**src/rtl/lhm_pkg.sv**
```systemverilog
package lhm_pkg;

  localparam int NCLS = 6;

  typedef enum logic [2:0] {
    CLS_LOS  = 3'd0,
    CLS_CODE = 3'd1,
    CLS_DISP = 3'd2,
    CLS_SOFI = 3'd3,
    CLS_EOFN = 3'd4,
    CLS_CRC  = 3'd5
  } cls_e;

  // A programmed threshold of zero behaves as one ordered set.
  function automatic int unsigned effective_target(input int unsigned t);
    return (t == 0) ? 1 : t;
  endfunction

endpackage

```
**src/rtl/lhm_qualifier.sv**
```systemverilog
module lhm_qualifier #(
  parameter int QUAL_W = 8
) (
  input  logic              clk,
  input  logic              rst_n,
  input  logic              sync_lost,
  input  logic              code_err,
  input  logic              comma_os,
  input  logic [QUAL_W-1:0] qual_target,
  output logic              cdr_hold,
  output logic              link_drop,
  output logic              qual_step
);
  localparam int EW = QUAL_W + 1;

  logic [QUAL_W-1:0] run_q;
  logic              up_q;
  logic              restart;
  logic              qual_done;
  logic [EW-1:0]     run_inc;
  logic [EW-1:0]     goal;

  always_comb begin
    restart   = sync_lost | code_err;
    qual_step = ~up_q & comma_os & ~restart;
    run_inc   = {1'b0, run_q} + EW'(1);
    goal      = EW'(lhm_pkg::effective_target(32'(qual_target)));
    qual_done = qual_step & (run_inc >= goal);
    link_drop = up_q & sync_lost;
  end

  always_ff @(posedge clk) begin
    if (!rst_n) begin
      up_q  <= 1'b0;
      run_q <= '0;
    end else if (sync_lost) begin
      up_q  <= 1'b0;
      run_q <= '0;
    end else if (qual_done) begin
      up_q  <= 1'b1;
      run_q <= '0;
    end else if (restart) begin
      run_q <= '0;
    end else if (qual_step) begin
      run_q <= run_inc[QUAL_W-1:0];
    end
  end

  assign cdr_hold = ~up_q;

endmodule

```
**src/rtl/lhm_event_detect.sv**
```systemverilog
module lhm_event_detect
  import lhm_pkg::*;
(
  input  logic            clk,
  input  logic            rst_n,
  input  logic            sync_lost,
  input  logic            code_err,
  input  logic            disp_err,
  input  logic            sofi_det,
  input  logic            eofn_det,
  input  logic            crc_err,
  output logic [NCLS-1:0] evt
);
  logic sync_prev_q;

  always_ff @(posedge clk) begin
    if (!rst_n) sync_prev_q <= 1'b0;
    else        sync_prev_q <= sync_lost;
  end

  always_comb begin
    evt           = '0;
    evt[CLS_LOS]  = sync_lost & ~sync_prev_q;
    evt[CLS_CODE] = code_err;
    evt[CLS_DISP] = disp_err;
    evt[CLS_SOFI] = sofi_det;
    evt[CLS_EOFN] = eofn_det;
    evt[CLS_CRC]  = crc_err;
  end

endmodule

```
**src/rtl/lhm_class_stat.sv**
```systemverilog
module lhm_class_stat #(
  parameter int CNT_W = 16
) (
  input  logic             clk,
  input  logic             rst_n,
  input  logic             evt,
  input  logic             clr,
  output logic             sticky,
  output logic [CNT_W-1:0] count
);
  // Clear first, then one saturating increment.
  function automatic logic [CNT_W-1:0] next_count(
    input logic [CNT_W-1:0] cur,
    input logic             ev,
    input logic             wipe
  );
    logic [CNT_W-1:0] base;
    base = wipe ? '0 : cur;
    if (ev && (base != {CNT_W{1'b1}})) base = base + CNT_W'(1);
    return base;
  endfunction

  always_ff @(posedge clk) begin
    if (!rst_n) begin
      sticky <= 1'b0;
      count  <= '0;
    end else begin
      sticky <= evt | (sticky & ~clr);
      count  <= next_count(count, evt, clr);
    end
  end

endmodule

```
**src/rtl/rx_link_health.sv**
```systemverilog
module rx_link_health #(
  parameter int QUAL_W = 8,
  parameter int CNT_W  = 16
) (
  input  logic                     clk,
  input  logic                     rst_n,
  input  logic                     sync_lost,
  input  logic                     code_err,
  input  logic                     disp_err,
  input  logic                     comma_os,
  input  logic                     sofi_det,
  input  logic                     eofn_det,
  input  logic                     crc_err,
  input  logic [QUAL_W-1:0]        qual_target,
  input  logic [lhm_pkg::NCLS-1:0] clr_mask,
  input  logic [2:0]               cnt_sel,
  output logic                     cdr_hold,
  output logic [lhm_pkg::NCLS-1:0] sticky,
  output logic [CNT_W-1:0]         cnt_value
);
  localparam int NCLS  = lhm_pkg::NCLS;
  localparam int SEL_W = 3;

  logic [NCLS-1:0]       evt;
  logic [NCLS*CNT_W-1:0] cnt_flat;
  logic                  link_drop;
  logic                  qual_step;

  lhm_qualifier #(.QUAL_W(QUAL_W)) i_qual (
    .clk(clk), .rst_n(rst_n), .sync_lost(sync_lost), .code_err(code_err),
    .comma_os(comma_os), .qual_target(qual_target), .cdr_hold(cdr_hold),
    .link_drop(link_drop), .qual_step(qual_step)
  );

  lhm_event_detect i_evt (
    .clk(clk), .rst_n(rst_n), .sync_lost(sync_lost), .code_err(code_err),
    .disp_err(disp_err), .sofi_det(sofi_det), .eofn_det(eofn_det),
    .crc_err(crc_err), .evt(evt)
  );

  for (genvar g = 0; g < NCLS; g++) begin : g_cls
    lhm_class_stat #(.CNT_W(CNT_W)) i_stat (
      .clk(clk), .rst_n(rst_n), .evt(evt[g]), .clr(clr_mask[g]),
      .sticky(sticky[g]), .count(cnt_flat[g*CNT_W +: CNT_W])
    );
  end

  always_comb begin
    cnt_value = '0;
    for (int i = 0; i < NCLS; i++) begin
      if (cnt_sel == SEL_W'(i)) cnt_value = cnt_flat[i*CNT_W +: CNT_W];
    end
  end

endmodule

```
**config.mk**
```make
export PLATFORM = sky130hd
export DESIGN_NAME = rx_link_health
export DESIGN_NICKNAME = d
export VERILOG_FILES = /design/src/rtl/lhm_pkg.sv /design/src/rtl/lhm_qualifier.sv /design/src/rtl/lhm_event_detect.sv /design/src/rtl/lhm_class_stat.sv /design/src/rtl/rx_link_health.sv
export SDC_FILE = /design/constraint.sdc
export NUM_CORES = 1
export LEC_CHECK = 0
export BUFFER_PORTS_ARGS = -buffer_cell sky130_fd_sc_hd__buf_2
export CORE_ASPECT_RATIO = 0.7
export CORE_MARGIN = 1.5
export CORE_UTILIZATION = 55
export CTS_BUF_LIST = sky130_fd_sc_hd__clkbuf_4 sky130_fd_sc_hd__clkbuf_8
export CTS_CLUSTER_DIAMETER = 200
export DETAILED_ROUTE_END_ITERATION = 6
export PLACE_DENSITY_LB_ADDON = 0.15
export SETUP_SLACK_MARGIN = 0.1
export SYNTH_ARGS = -nofsm -noshare
export SYNTH_HDL_FRONTEND = slang
export SYNTH_HIERARCHICAL = 1
export SYNTH_SLANG_ARGS = --single-unit
```
**constraint.sdc**
```tcl
create_clock -name clk -period 2.7 [get_ports clk]
set_input_delay 0.405 -clock clk [delete_from_list [all_inputs] [get_ports clk]]
set_output_delay 0.405 -clock clk [all_outputs]
set_load 0.02 [all_outputs]
```
==> run metrics, run 1 <==
setup slack after layout 0.306 ns; CTS Buf Count 9; starting DRC count in detailed routing 597; clk sink count 112; Critical Path End Type flip-flop; cells after synthesis 767; Worst Tran Pin Value 0.716 ns; IO buf count 48; Synth Net Count 802; number of remaining DRC errors 0; RePlAce Congestion 1.02; dpl ws 0.0615 ns; post-route core utilization 59.1%; # IOs 49; Reg clk slew, reported paths 0.09 ns; clk_lat worst skew 0.38 ns; Worst slew margin 52.2%; M1 GR Usage 41.6%; CTS tree built; H-tree depth 3; antenna violations before repair 0; initial core utilization 56.2%; setup tns final 0 ns; Clock Tree Buf Depth 2; via count 6292; drt first pass iters 7; RSZ-0062 raised after global routing false; detailed placer's ending HPWL 13200 um; worst reg-to-reg setup slack 0.31 ns; first-pass GRT wire length 28500 um; Most Used Layer, Global Route met1; vias in the first global route 5417; final hold violation count 0; Clock Skews 0.00772 ns; Startpoint Class flip-flop; Cell Area, Synth 6930 um^2; largest net degree at the start of global routing 35; max_cap viols 0; average wire per standard cell 18.7 um; met2 Resource Use GR 38.1%; diodes inserted 0; post-route ant nets 0; Die Y 96.9 um; min Tclk post-route 2.39 ns; leakage 2.91 nW; Setup CP Type reg -> reg; Finish-stage setup viols 0; global route overflow 0; Via density 6.61; Hold WC Path Type in -> reg; total core area 12300 um^2; status finished, final reports clean; critical path required time 2.98 ns; mean post-synth cell area 9.03 um^2; Max FO, Critical Path 7; area growth from synthesis to layout 5.33%; DIE AREA 13300 um^2; drt total wl 17800 um; PD cells 396 nW/um^2; Final Cycle Share 88.7%; Peak Freq 418 MHz; die width 137 um; grt met3 use 4.45%; Max Slew Vio Count 0; Nets 820; crit path DAT 2.67 ns; FP Rows 34; YS warnings 6; layout cells sized above 1 14.1%; root buf cell clkbuf_8; GRT Util Overall 27.3%; worst IR drop on VDD 0.000219 V
==> area by class of cell <==
class	instances	area, um^2
repair buffers	54	298
flip-flops and latches	112	2240
clock inverters	3	15.0
well taps	162	203
clock buffers	13	173
fillers	1111	5040
inverters	17	146
multi-input cells	591	4220
==> placed cells by master (no fill, tap or decap), types with 16 or more instances in the layout <==
| cell | count |
|---|---|
| o21ai_0 | 24 |
| mux2i_1 | 45 |
| dfxtp_1 | 111 |
| buf_2 | 48 |
| nor3_1 | 20 |
| nand2_1 | 68 |
| a31oi_1 | 38 |
| nor2b_1 | 31 |
| a21oi_1 | 39 |
| nand3b_1 | 16 |
| nor2_1 | 19 |
| and4_1 | 30 |
| and3_1 | 18 |
| nand3_1 | 23 |
| nand4_1 | 22 |
| o21a_1 | 16 |
==> worst max-delay path, stage by stage (launching register included) <==
cell	delay [ns]
dfxtp_1	0.49
nand3_2	0.21
nor3_4	0.27
xor2_1	0.09
ha_1	0.31
nand3_1	0.11
a211o_1	0.35
and2_4	0.21
a32o_1	0.24
==> sequential cells by signal (all words and copies together) (netlist names) <==
signal	cells
i_qual/run_q	8
g_cls.i_stat/count	96
i_qual/up_q	1
i_evt/sync_prev_q	1
g_cls.i_stat/sticky	6
==> worst paths after layout <==
check | from | endpoint | cells past startpoint
worst max register to register | i_qual/run_q[2]$_SDFFE_PP0P_ | i_qual/run_q[5]$_SDFFE_PP0P_ | 8
worst min register to register | g_cls[0].i_stat/count[3]$_SDFF_PN0_ | g_cls[0].i_stat/count[3]$_SDFF_PN0_ | 2
worst max-delay path | i_qual/run_q[2]$_SDFFE_PP0P_ | i_qual/run_q[5]$_SDFFE_PP0P_ | 8
worst min-delay path | eofn_det | g_cls[4].i_stat/count[0]$_SDFF_PN0_ | 2
==> power breakdown <==
part           switching (mW)  total [mW]  internal [mW]
registers              0.0171        1.68           1.67
clock network           0.550       0.968          0.418
logic                   0.145       0.237         0.0915
==> timing repair <==
| action | CTS | global route |
|---|---|---|
| pin swaps | 1 | 1 |
| hold buffers | 0 | 0 |
| buffers inserted | 0 | 1 |
| gates resized for setup | 3 | 2 |
| endpoints found under the setup margin | 2 | 9 |
==> metal layers <==
metal	routed length [um]	share of wire, %	up-vias
li1	-	-	2999
met4	403	2.3	0
met3	1230	6.9	34
met2	7590	43	290
met5	0	0	-
met1	8540	48	2969
==> metrics by stage <==
| stage | power [mW] | instance area, um^2 | hold slack, ns | cells |
|---|---|---|---|---|
| floorplan | 1.89 | 6930 | 0.458 | 767 |
| global placement | 1.95 | 7080 | 0.478 | 935 |
| detailed placement | 1.96 | 7080 | 0.492 | 935 |
| CTS | 2.92 | 7280 | 0.247 | 951 |
| global route | 3.00 | 7300 | 0.271 | 952 |
| finish | 2.89 | 7300 | 0.266 | 952 |
No activity file was read; power rests on OpenSTA's default activity.
==> run 2, diff against run 1 <==
Settings changed: RECOVER_POWER set to 50.
==> run 2 against run 1 <==
The flow now finishes with violations (capacitance limit, slew limit). Non-clock buffer count is the same. Register-to-register slack is essentially flat. Die area unchanged. Largest power group unchanged.
==> run metrics, run 2 (synthesized netlist as in run 1, its figures left out) <==
hold path depth 2 (unchanged); vias in the first global route 5417 (unchanged); status finished with violations (was finished, final reports clean); total core area 12300 um^2 (unchanged); worst IR drop on VDD 0.000219 V (about the same); clk_lat worst skew 0.38 ns (about the same); clk sink count 112 (unchanged); Largest regs g_cls.i_stat/count (96), i_qual/run_q (8), g_cls.i_stat/sticky (6) (unchanged); filler instances 1112 (was 1111); Hold WC Path Type in -> reg (unchanged); crit path DAT 2.67 ns (about the same); DIE AREA 13300 um^2 (unchanged); critical path required time 2.98 ns (about the same); GRT Util Overall 27.3% (unchanged); Clock Tree Buf Depth 2 (unchanged); Startpoint Class flip-flop (unchanged); Crit-path slowest cell dfxtp_1 (unchanged); Nets 820 (unchanged); average wire per standard cell 18.6 um (was 18.7 um); commonest cells after routing, fill and taps aside dfxtp_1 (111), nand2_1 (68), mux2i_1 (45), buf_2 (40), a21oi_1 (39) (was dfxtp_1 (111), nand2_1 (68), buf_2 (48), mux2i_1 (45), a21oi_1 (39)); RSZ-0062 raised after global routing false (unchanged); reg2reg start i_qual/run_q[2]$_SDFFE_PP0P_ (unchanged); Reg clk slew, reported paths 0.09 ns (about the same); first-pass GRT wire length 28500 um (unchanged); post-route ant nets 0 (unchanged); max incr delay on CP 0.49 ns (about the same); drt total wl 17800 um (about the same); diodes inserted 0 (unchanged); global route overflow 0 (unchanged); crit path launch i_qual/run_q[2]$_SDFFE_PP0P_ (unchanged); antenna violations before repair 0 (unchanged); leakage 2.88 nW (was 2.91 nW); root buf cell clkbuf_8 (unchanged); RePlAce Congestion 1.02 (unchanged); max_cap viols 1 (was 0); FP Rows 34 (unchanged); detailed placer's ending HPWL 13200 um (unchanged); most common cell after layout, fill and taps aside dfxtp_1 (unchanged); starting DRC count in detailed routing 596 (was 597); dpl ws 0.0615 ns (unchanged); Clock Skews 0.00682 ns (was 0.00772 ns); Setup CP Type reg -> reg (unchanged); Worst Tran Pin Value 1.50 ns (was 0.716 ns); CTS tree built (unchanged); worst reg-to-reg setup slack 0.31 ns (about the same); Reg2Reg Depth 8 (unchanged); Max FO, Critical Path 7 (unchanged); setup slack after layout 0.309 ns (was 0.306 ns); Largest register FFs 96 (unchanged); largest net degree at the start of global routing 35 (unchanged); min Tclk post-route 2.39 ns (about the same); failing checks capacitance limit, slew limit; setup tns final 0 ns (unchanged); Critical Path End Type flip-flop (unchanged); post-route core utilization 59.0% (was 59.1%); Max Slew Vio Count 28 (was 0); number of remaining DRC errors 0 (unchanged); Most flops, register g_cls.i_stat/count (unchanged); PD cells 396 nW/um^2 (about the same); Hold Crit Start eofn_det (unchanged); via count 6289 (was 6292); Peak Freq 418 MHz (about the same); # IOs 49 (unchanged); drt first pass iters 5 (was 7); area growth from synthesis to layout 5.07% (was 5.33%); initial core utilization 56.2% (unchanged); final hold violation count 0 (unchanged); H-tree depth 3 (unchanged); Finish-stage setup viols 0 (unchanged); worst hold slack 0.269 ns (was 0.266 ns); Via density 6.61 (about the same); Die Y 96.9 um (unchanged); Final Cycle Share 88.6% (was 88.7%); worst path cell trace nand3_2 > nor3_4 > xor2_1 > ha_1 > nand3_1 > a211o_1 > and2_4 > a32o_1 (unchanged); layout cells sized above 1 12.8% (was 14.1%); total power 2.88 mW (was 2.89 mW); die width 137 um (unchanged); CTS Buf Count 9 (unchanged); IO buf count 48 (unchanged); Worst slew margin -0.114% (was 52.2%)
-- run 2: changes by cell type in the layout (fill, tap and decap cells not counted), sizes merged --
cell    delta
buf       -10
clkbuf    +10
-- run 2: area by class of cell --
cell class,count,area (um^2),area share (%)
Clock buffer,13,173,2.37
Clock inverter,3,15.0,0.206
Inverter,17,146,2.01
Multi-Input combinational cell,591,4220,58.0
Sequential cell,112,2240,30.8
Tap cell,162,203,2.78
Timing Repair Buffer,54,280,3.85
-- run 2: critical path: cells and delay by family, from the launching register on --
family	cells	cell delay, ns
simple gates	4	0.80
compound gates	2	0.59
flops	1	0.49
fa+ha+maj	1	0.31
xor+xnor	1	0.09
-- run 2: power by group --
| part | leakage, nW | internal (mW) | total (mW) | switching (mW) |
|---|---|---|---|---|
| Sequential | 0.906 | 1.67 | 1.68 | 0.0173 |
| Combinational | 1.87 | 0.0888 | 0.234 | 0.145 |
| Clock | 0.103 | 0.418 | 0.967 | 0.549 |
| Total | 2.88 | 2.17 | 2.88 | 0.711 |
-- run 2: through the flow --
| step | cells | area (um^2) |
|---|---|---|
| global placement | 935 | 7080 |
| floorplan | 767 | 6930 |
| detailed placement | 935 | 7080 |
| finish | 952 | 7280 |
| global route | 952 | 7280 |
| CTS | 951 | 7280 |
-- run 2: repair_timing --
action                                  4_1_cts  5_1_grt
endpoints found under the setup margin        2        9
setup buffers                                 0        1
resized for setup                             3        2
pin swaps                                     1        1
cloned                                        0        0
hold buffers                                  0        0
hold endpoints to repair                      0        0
-- run 2: final timing paths --
check / endpoint
max: i_qual/run_q[5]$_SDFFE_PP0P_
min: g_cls[4].i_stat/count[0]$_SDFF_PN0_
max reg2reg: i_qual/run_q[5]$_SDFFE_PP0P_
min reg2reg: g_cls[0].i_stat/count[1]$_SDFF_PN0_
-- run 2: routing by layer --
layer | global-route usage [%] | routed length (um) | up-vias | part of all wire [%]
met2 | 38.1 | 7580 | 255 | 43
met5 | 0 | 0 | - | 0
met3 | 4.45 | 1110 | 34 | 6.3
met1 | 41.6 | 8650 | 2997 | 49
li1 | - | - | 3003 | -
met4 | 10.0 | 401 | 0 | 2.3
==> run 3, diff against run 2 <==
Clock period 2.7 ns to 2.4 ns, I/O delays scaled along.
==> run 3 against run 2 <==
The run now ends clean. Wire length grew 0.38%. Critical path depth grew 3. Clock skew grew 0.0051 ns. Utilization grew 1.2 points. Critical endpoint is now i_qual/run_q[3]$_SDFFE_PP0P_.
==> run metrics, run 3 (synthesized netlist as in run 1, its figures left out) <==
status finished, final reports clean (was finished with violations); Clk pwr share 35.5% (was 33.5%); crit path DAT 2.52 ns (was 2.67 ns); Worst Tran Pin Value 1.08 ns (was 1.50 ns); area growth from synthesis to layout 7.15% (was 5.07%); Largest regs g_cls.i_stat/count (96), i_qual/run_q (8), g_cls.i_stat/sticky (6) (unchanged); Reg2Reg Depth 11 (was 8); starting DRC count in detailed routing 539 (was 596); Max Slew Vio Count 0 (was 28); Largest register FFs 96 (unchanged); IO buf count 48 (unchanged); Placed Area 7150 um^2 (was 7080 um^2); Sequential Power Share 56.4% (was 58.4%); hold path depth 2 (unchanged); area of the multi-input gates 4240 um^2 (was 4220 um^2); Startpoint Class flip-flop (unchanged); largest net degree at the start of global routing 50 (was 35); clk_lat worst skew 0.39 ns (was 0.38 ns); setup tns final 0 ns (unchanged); drt total wl 17800 um (about the same); max_cap viols 0 (was 1); vias in the first global route 5564 (was 5417); Peak Freq 454 MHz (was 418 MHz); Hold Crit Start crc_err (was eofn_det); post-route cell area 7420 um^2 (was 7280 um^2); Worst slew margin 28.0% (was -0.114%); via count 6262 (was 6289); Reg clk slew, reported paths 0.11 ns (was 0.09 ns); CTS tree built (unchanged); Int Pwr 2.49 mW (was 2.17 mW); Via density 6.49 (was 6.61); min Tclk post-route 2.20 ns (was 2.39 ns); die width 137 um (unchanged); GRT Util Overall 27.3% (about the same); Hold WC Path Type in -> reg (unchanged); Sw Share 25.6% (was 24.6%); drt first pass iters 5 (unchanged); dpl ws 0.0431 ns (was 0.0615 ns); filler instances 1057 (was 1112); total core area 12300 um^2 (unchanged); CTS Buf Count 9 (unchanged); Die Y 96.9 um (unchanged); Comb pwr share 8.1% (about the same); RSZ-0062 raised after global routing false (unchanged); Nets 833 (was 820); PD cells 451 nW/um^2 (was 396 nW/um^2); Final Cycle Share 91.8% (was 88.6%); critical path required time 2.71 ns (was 2.98 ns); worst IR drop on VDD 0.000331 V (was 0.000219 V); antenna violations before repair 0 (unchanged); Finish-stage setup viols 0 (unchanged); detailed placer's ending HPWL 13200 um (about the same); post-route ant nets 0 (unchanged); post-route core utilization 60.2% (was 59.0%); crit path launch i_qual/run_q[1]$_SDFFE_PP0P_ (was i_qual/run_q[2]$_SDFFE_PP0P_); first-pass GRT wire length 28700 um (was 28500 um); diodes inserted 0 (unchanged); commonest cells after routing, fill and taps aside dfxtp_1 (106), nand2_1 (68), mux2i_1 (45), buf_2 (40), a21oi_1 (39) (was dfxtp_1 (111), nand2_1 (68), mux2i_1 (45), buf_2 (40), a21oi_1 (39)); layout cells sized above 1 14.6% (was 12.8%); # IOs 49 (unchanged); Switch Pwr 0.858 mW (was 0.711 mW); reg2reg start i_qual/run_q[1]$_SDFFE_PP0P_ (was i_qual/run_q[2]$_SDFFE_PP0P_); Max FO, Critical Path 5 (was 7); Critical Path End Type flip-flop (unchanged); final hold violation count 0 (unchanged); number of remaining DRC errors 0 (unchanged); root buf cell clkbuf_8 (unchanged); initial core utilization 56.2% (unchanged); setup slack after layout 0.197 ns (was 0.309 ns); global route overflow 0 (unchanged); total power 3.35 mW (was 2.88 mW); sequential cell area 2260 um^2 (was 2240 um^2); most common cell after layout, fill and taps aside dfxtp_1 (unchanged); H-tree depth 3 (unchanged); DIE AREA 13300 um^2 (unchanged); Most flops, register g_cls.i_stat/count (unchanged); FP Rows 34 (unchanged); hold_buf cts 0 (unchanged); leakage 2.93 nW (was 2.88 nW); Clock Tree Buf Depth 2 (unchanged); Setup CP Type reg -> reg (unchanged); Clock Skews 0.0120 ns (was 0.00682 ns); RePlAce Congestion 1.00 (was 1.02); clk sink count 112 (unchanged); average wire per standard cell 18.5 um (was 18.6 um)
run 3: cell types whose count changed in the layout (fill, tap and decap cells not counted), sizes merged:
cell	before	now
clkinv	3	2
clkbuf	23	22
bufinv	6	7
clkinvlp	0	2
buf	44	55
inv	11	12
run 3: area by class of cell:
type	instances	area share, %
Clock inverter	6	0.910
Multi-Input combinational cell	591	57.1
Clock buffer	10	1.85
Timing Repair Buffer	67	5.04
Inverter	17	1.97
Sequential cell	112	30.4
Tap cell	162	2.73
run 3: worst max-delay path: stages, from the launching register on:
cell and delay, ns:
dfxtp_4 0.37, ha_4 0.16, nand3_4 0.09, nor2_4 0.09, xor2_1 0.20, ha_1 0.29, a21oi_2 0.18, o22ai_4 0.09
nor3_4 0.29, buf_6 0.15, nand3_1 0.06, a31oi_1 0.16
run 3: what timing repair did:
action	CTS	global route
hold endpoints to repair	0	0
pin swaps	2	8
gates resized for setup	3	14
gates cloned	0	0
setup endpoints to repair	5	9
setup buffers	3	3
run 3: final timing paths:
check	to	slack (ns)
worst min-delay path	g_cls[5].i_stat/count[0]$_SDFF_PN0_	0.21
worst max-delay path	i_qual/run_q[3]$_SDFFE_PP0P_	0.20
worst min register to register	g_cls[5].i_stat/sticky$_SDFF_PN0_	0.52
worst max register to register	i_qual/run_q[3]$_SDFFE_PP0P_	0.20
run 3: power groups by stage:
stage / Sequential, mW / Combinational, mW / Clock [mW]
after global routing: 1.89 / 0.296 / 1.29
after CTS: 1.89 / 0.272 / 1.21
final: 1.89 / 0.271 / 1.19
after global placement: 1.94 / 0.265 / 0
after floorplan: 1.94 / 0.192 / 0
after detailed placement: 1.94 / 0.272 / 0
run 3: routing by layer:
| metal | up-vias | global-route usage [%] | share of wire, % |
|---|---|---|---|
| li1 | 3025 | - | - |
| met1 | 2968 | 41.8 | 49 |
| met3 | 32 | 4.09 | 5.7 |
| met4 | 0 | 9.07 | 2.4 |
| met5 | - | 0 | 0 |
| met2 | 237 | 38.6 | 43 |
run 3: stage by stage:
step | std cells | hold WS [ns]
floorplan | 767 | 0.458
global placement | 943 | 0.481
detailed placement | 943 | 0.496
CTS | 962 | 0.193
global route | 965 | 0.197
finish | 965 | 0.210
